===== config.mk =====
export PLATFORM = sky130hd
export DESIGN_NAME = unaligned_merge
export DESIGN_NICKNAME = d
export VERILOG_FILES = /design/src/rtl/ulm_pkg.sv /design/src/rtl/ulm_lane_mask.sv /design/src/rtl/ulm_aligner.sv /design/src/rtl/ulm_lane_merge.sv /design/src/rtl/unaligned_merge.sv
export SDC_FILE = /design/constraint.sdc
export NUM_CORES = 1
export LEC_CHECK = 0
export ABC_CLOCK_PERIOD_IN_PS = 3600
export BUFFER_PORTS_ARGS = -buffer_cell sky130_fd_sc_hd__buf_2
export CORE_UTILIZATION = 54
export DETAILED_ROUTE_END_ITERATION = 10
export MAX_ROUTING_LAYER = met4
export PLACE_DENSITY_LB_ADDON = 0.3
export SETUP_SLACK_MARGIN = 0.3
export SLEW_MARGIN = 20
export SYNTH_ARGS = -nofsm -noshare
export SYNTH_HDL_FRONTEND = slang
export SYNTH_SLANG_ARGS = --single-unit

===== constraint.sdc =====
create_clock -name vclk -period 3.6
set_input_delay 0.9 -clock vclk [all_inputs]
set_output_delay 0.9 -clock vclk [all_outputs]
set_load 0.01 [all_outputs]

===== src/rtl/ulm_pkg.sv =====
package ulm_pkg;

    localparam int LANE_W_DEF = 8;
    localparam int LANES_DEF  = 4;

    typedef enum logic [1:0] {
        OP_LOAD_LEFT   = 2'd0,
        OP_LOAD_RIGHT  = 2'd1,
        OP_STORE_LEFT  = 2'd2,
        OP_STORE_RIGHT = 2'd3
    } merge_op_e;

    // How an operation routes its operands through the merge datapath.
    typedef struct packed {
        logic is_store;  // source is the register, destination the memory word
        logic shift_up;  // source moves towards higher lanes
    } route_t;

    function automatic route_t op_route(input merge_op_e op);
        route_t r;
        r.is_store = (op == OP_STORE_LEFT) || (op == OP_STORE_RIGHT);
        r.shift_up = (op == OP_LOAD_LEFT)  || (op == OP_STORE_RIGHT);
        return r;
    endfunction

endpackage


===== src/rtl/ulm_lane_mask.sv =====
module ulm_lane_mask
    import ulm_pkg::*;
#(
    parameter int LANES  = LANES_DEF,
    parameter int OFFS_W = 2
) (
    input  merge_op_e         op_i,
    input  logic [OFFS_W-1:0] offs_i,
    output logic [LANES-1:0]  mask_o,
    output logic [OFFS_W-1:0] shamt_o
);

    localparam logic [OFFS_W-1:0] TOP_LANE = OFFS_W'(LANES - 1);

    always_comb begin
        int k;
        k = int'(offs_i);
        for (int l = 0; l < LANES; l++) begin
            unique case (op_i)
                OP_LOAD_LEFT:   mask_o[l] = (l >= LANES - 1 - k);
                OP_LOAD_RIGHT:  mask_o[l] = (k != 0) && (l <= LANES - 1 - k);
                OP_STORE_LEFT:  mask_o[l] = (l <= k);
                default:        mask_o[l] = (l >= k);
            endcase
        end
    end

    // Left-hand ops move by the distance to the top lane, right-hand ops by the offset.
    always_comb begin
        if (op_i == OP_LOAD_LEFT || op_i == OP_STORE_LEFT)
            shamt_o = TOP_LANE - offs_i;
        else
            shamt_o = offs_i;
    end

endmodule


===== src/rtl/ulm_aligner.sv =====
module ulm_aligner
#(
    parameter int LANE_W = 8,
    parameter int LANES  = 4,
    parameter int OFFS_W = 2
) (
    input  logic [LANE_W*LANES-1:0] src_i,
    input  logic                    shift_up_i,
    input  logic [OFFS_W-1:0]       shamt_i,
    output logic [LANE_W*LANES-1:0] aligned_o
);

    always_comb begin
        int unsigned bits;
        bits = int'(shamt_i) * LANE_W;
        if (shift_up_i)
            aligned_o = src_i << bits;
        else
            aligned_o = src_i >> bits;
    end

endmodule


===== src/rtl/ulm_lane_merge.sv =====
module ulm_lane_merge
#(
    parameter int LANE_W = 8,
    parameter int LANES  = 4
) (
    input  logic [LANE_W*LANES-1:0] aligned_i,
    input  logic [LANE_W*LANES-1:0] dst_i,
    input  logic [LANES-1:0]        mask_i,
    output logic [LANE_W*LANES-1:0] merged_o
);

    for (genvar g = 0; g < LANES; g++) begin : g_lane
        assign merged_o[g*LANE_W +: LANE_W] =
            mask_i[g] ? aligned_i[g*LANE_W +: LANE_W] : dst_i[g*LANE_W +: LANE_W];
    end

endmodule


===== src/rtl/unaligned_merge.sv =====
module unaligned_merge
    import ulm_pkg::*;
#(
    parameter int LANE_W = LANE_W_DEF,
    parameter int LANES  = LANES_DEF,
    localparam int WORD_W = LANE_W * LANES,
    localparam int OFFS_W = (LANES > 1) ? $clog2(LANES) : 1
) (
    input  logic [1:0]        op_i,
    input  logic [OFFS_W-1:0] offs_i,
    input  logic [WORD_W-1:0] mem_word_i,
    input  logic [WORD_W-1:0] reg_word_i,
    output logic [WORD_W-1:0] merged_o,
    output logic [LANES-1:0]  byte_en_o
);

    merge_op_e         op;
    route_t            route;
    logic [WORD_W-1:0] src_word;
    logic [WORD_W-1:0] dst_word;
    logic [WORD_W-1:0] aligned;
    logic [OFFS_W-1:0] shamt;

    assign op       = merge_op_e'(op_i);
    assign route    = op_route(op);
    assign src_word = route.is_store ? reg_word_i : mem_word_i;
    assign dst_word = route.is_store ? mem_word_i : reg_word_i;

    ulm_lane_mask #(.LANES(LANES), .OFFS_W(OFFS_W)) u_mask (
        .op_i    (op),
        .offs_i  (offs_i),
        .mask_o  (byte_en_o),
        .shamt_o (shamt)
    );

    ulm_aligner #(.LANE_W(LANE_W), .LANES(LANES), .OFFS_W(OFFS_W)) u_align (
        .src_i      (src_word),
        .shift_up_i (route.shift_up),
        .shamt_i    (shamt),
        .aligned_o  (aligned)
    );

    ulm_lane_merge #(.LANE_W(LANE_W), .LANES(LANES)) u_merge (
        .aligned_i (aligned),
        .dst_i     (dst_word),
        .mask_i    (byte_en_o),
        .merged_o  (merged_o)
    );

endmodule


==> results of run 1 <==
[cells in the mapped netlist (all sizes together), types with 9 or more instances]
cell type / number
mux2i: 64
nand2: 51
a21oi: 45
o21ai: 30
buf: 29
a22oi: 25
mux2: 13
nand3: 12
o31ai: 12
clkbuf: 11
ha: 10
inv: 10
a221oi: 9
nor2: 9
[stage by stage]
stage | setup TNS [ps] | worst slack (ps)
after detailed placement | -6640 | -296
after floorplan | 0 | 205
after global placement | -4790 | -216
[kinds of logic after synthesis]
family                     Yosys count  share of synthesized area
adders and majority gates           10                     0.0410
buffers and inverters               50                     0.0862
and+or+nand+nor                    109                      0.174
muxes                               78                      0.265
AOI/OAI and AO/OA                  184                      0.433
==> run metrics, run 1 <==
syn_nets 509; top post-synthesis cells by area mux2i_1 21%, a21oi_1 7.4%, nand2_1 6.3%; Post-Syn Instances 431; die height 77.1 um; die width 77.1 um; Post-Place Cells 661; Yosys cell types 63; Buffers on Ports 104; dominant cell type by area after synthesis mux2i_1; Placed Area 4580 um2; site row count 26; Initial Util 0.579; run status aborted with a tool error; DP HPWL 11.6 mm; top-area cell type share of the netlist area 0.210; hold buffers post-CTS 0; Yosys Warn Count 0; Synth Cell Area 3050 um2; Halt Stage clock tree synthesis (4_1_cts); I/O pin total 104; register area share after synthesis 0; postcts setup bufs 23; Err [ERROR DPL-0038] Utilization greater than 100%, impossible to legalize; gpl congestion 1.00; Post-Syn Area per Cell 7.07 um2; post-cts repair resize count 93
==> run 2: changes to the inputs <==
Settings changed: CORE_UTILIZATION 54 to 40, MAX_ROUTING_LAYER met4 to not set, PLACE_DENSITY_LB_ADDON 0.3 to 0.15, SETUP_SLACK_MARGIN 0.3 to not set.
==> run 2 against run 1 <==
Against the previous run: the flow now finishes, with violations (negative setup slack); area after synthesis is the same; synthesized cell count is the same.
==> run metrics, run 2 <==
run status finished with violations; violated checks negative setup slack; Post-Syn Area per Cell 7.07 um2; fin util 0.667; storage element area 0 um2; worst-margin pin slew 448 ps; antenna violations before repair 0; Final Cycle Share 1.03; Initial Util 0.418; Post-Syn Instances 431; number of remaining DRC errors 0; Yosys cell types 63; Pre-antenna DRT Iters 5; commonest cells in the netlist 64 x mux2i_1, 51 x nand2_1, 45 x a21oi_1; CP top delay family compound AO/OA/AOI/OAI gates; crit path capture type primary output; P&R area growth vs syn 59.4%; Pwr Density 198 nW/um2; hold buffers post-CTS 0; CP peak stage delay 550 ps; site row count 31; I/O pin total 104; Critical path buffers and inverters 3; top post-synthesis cells by area mux2i_1 21%, a21oi_1 7.4%, nand2_1 6.3%; clkbuf count 0; final hold violations 0; Buffers on Ports 104; Max Used Layer met4; die area 7980 um2; critical path class input pin to primary output; detailed-route via count 4,473; Pleak 2.13 nW; top-area cell type share of the netlist area 0.210; VDD IR max 0.0000897 V; gpl congestion 0.974; Rel. slew slack 0.693; vias in the first global route 4,136; RSZ-0062 raised after global routing true; most common cell after layout, fill and taps aside buf_2; Iter 0 DRT Violations 341; crit path max fanout 8; Yosys Warn Count 0; Synth Cell Area 3050 um2; Pwr Total 0.961 mW; largest net degree at the start of global routing 20; first-pass GRT wire length 22.5 mm; Arrival @ worst endpoint 2790 ps; max-slew violation count 0; M1 WL 6.20 mm; WL met3 1.19 mm; routed wire length on met2 7.16 mm; CORE AREA 7290 um2; Layout Nets 678; HP Class input pin to primary output; Antenna Diode Count 0; Fmax achieved 0.271 GHz; Total GRT Usage 0.373; number of routed nets with antenna violations 0; min Tclk post-route 3690 ps; dominant cell type by area after synthesis mux2i_1; register area share after synthesis 0; sequence of cells on the critical path buf_8 > inv_6 > ha_4 > or4_4 > a2111oi_4 > o21bai_4 > a22oi_2 > o21ai_1 > buf_2; DR vias/cell 6.42; sequential cell count 0; syn_nets 509; grt total ovfl 0; WL/cell 21.6 um; setup_tns -618 ps; Worst setup SP type input pin; CP required 2700 ps; most common cell in the synthesized netlist mux2i_1; most frequent cells in the layout 100 x buf_2, 80 x buf_4, 52 x mux2i_1, 47 x nand2_1, 40 x a21oi_1; final setup violation count 23; die height 89.3 um; DP HPWL 11.4 mm; Max Cap Viol 0; PnR worst setup slack -91.3 ps; layout cells sized above 1 0.493; die width 89.3 um; critical path's slowest cell or4_4; Post-Route WL 15.1 mm
[run 2: cell families (layout without fill, tap and decap cells)]
| logic type | after synthesis | after routing | synth area share |
|---|---|---|---|
| AND/OR/NAND/NOR | 109 | 110 | 0.174 |
| adder cells (fa/ha/maj) | 10 | 10 | 0.0410 |
| multiplexers | 78 | 78 | 0.265 |
| buffers and inverters | 50 | 216 | 0.0862 |
| AO/OA/AOI/OAI | 184 | 184 | 0.433 |
[run 2: stage by stage]
stage / std cells / hold slack, ps / instance area [um2] / setup slack [ps]
2_1_floorplan: 431 / 1950 / 3050 / 17.2
3_3_place_gp: 689 / 2120 / 4330 / -308
3_5_place_dp: 689 / 2120 / 4330 / -282
4_1_cts: 697 / 2120 / 4610 / -31.3
5_1_grt: 697 / 2170 / 4860 / -147
6_report: 697 / 2120 / 4860 / -91.3
[run 2: layout make-up]
cell class / instances / area, um2
Multi-Input combinational cell: 382 / 3170
Fill cell: 675 / 2430
Timing Repair Buffer: 206 / 1520
Tap cell: 99 / 124
Inverter: 10 / 52.6
[run 2: repair_timing]
| item | 4_1_cts | 5_1_grt |
|---|---|---|
| buffers inserted | 7 | 0 |
| pin swaps | 16 | 16 |
| gates cloned | 1 | 0 |
| setup endpoints to repair | 32 | 32 |
| resized for setup | 61 | 53 |
[run 2: path summary, 6_finish.rpt]
path | endpoint | start | slack (ps) | depth (start not counted)
setup / recovery | merged_o[24] | op_i[0] | -90 | 9
hold / removal | merged_o[7] | reg_word_i[7] | 2120 | 3
[run 2: tightest hold or removal path, cell delays in order]
cell     delay (ps)
buf_2            90
a221o_1         120
buf_2           120
[run 2: power by group]
part / internal, mW / switching, mW / leakage, nW
Sequential: 0 / 0 / 0
Clock: 0 / 0 / 0
Combinational: 0.446 / 0.515 / 2.13
[run 2: per-layer routing]
| metal | global-route usage | up-vias |
|---|---|---|
| li1 | - | 2044 |
| met4 | 0.140 | 0 |
| met2 | 0.644 | 276 |
| met1 | 0.473 | 2098 |
| met5 | 0 | - |
| met3 | 0.0443 | 55 |
(Power assumes the default switching activity.)
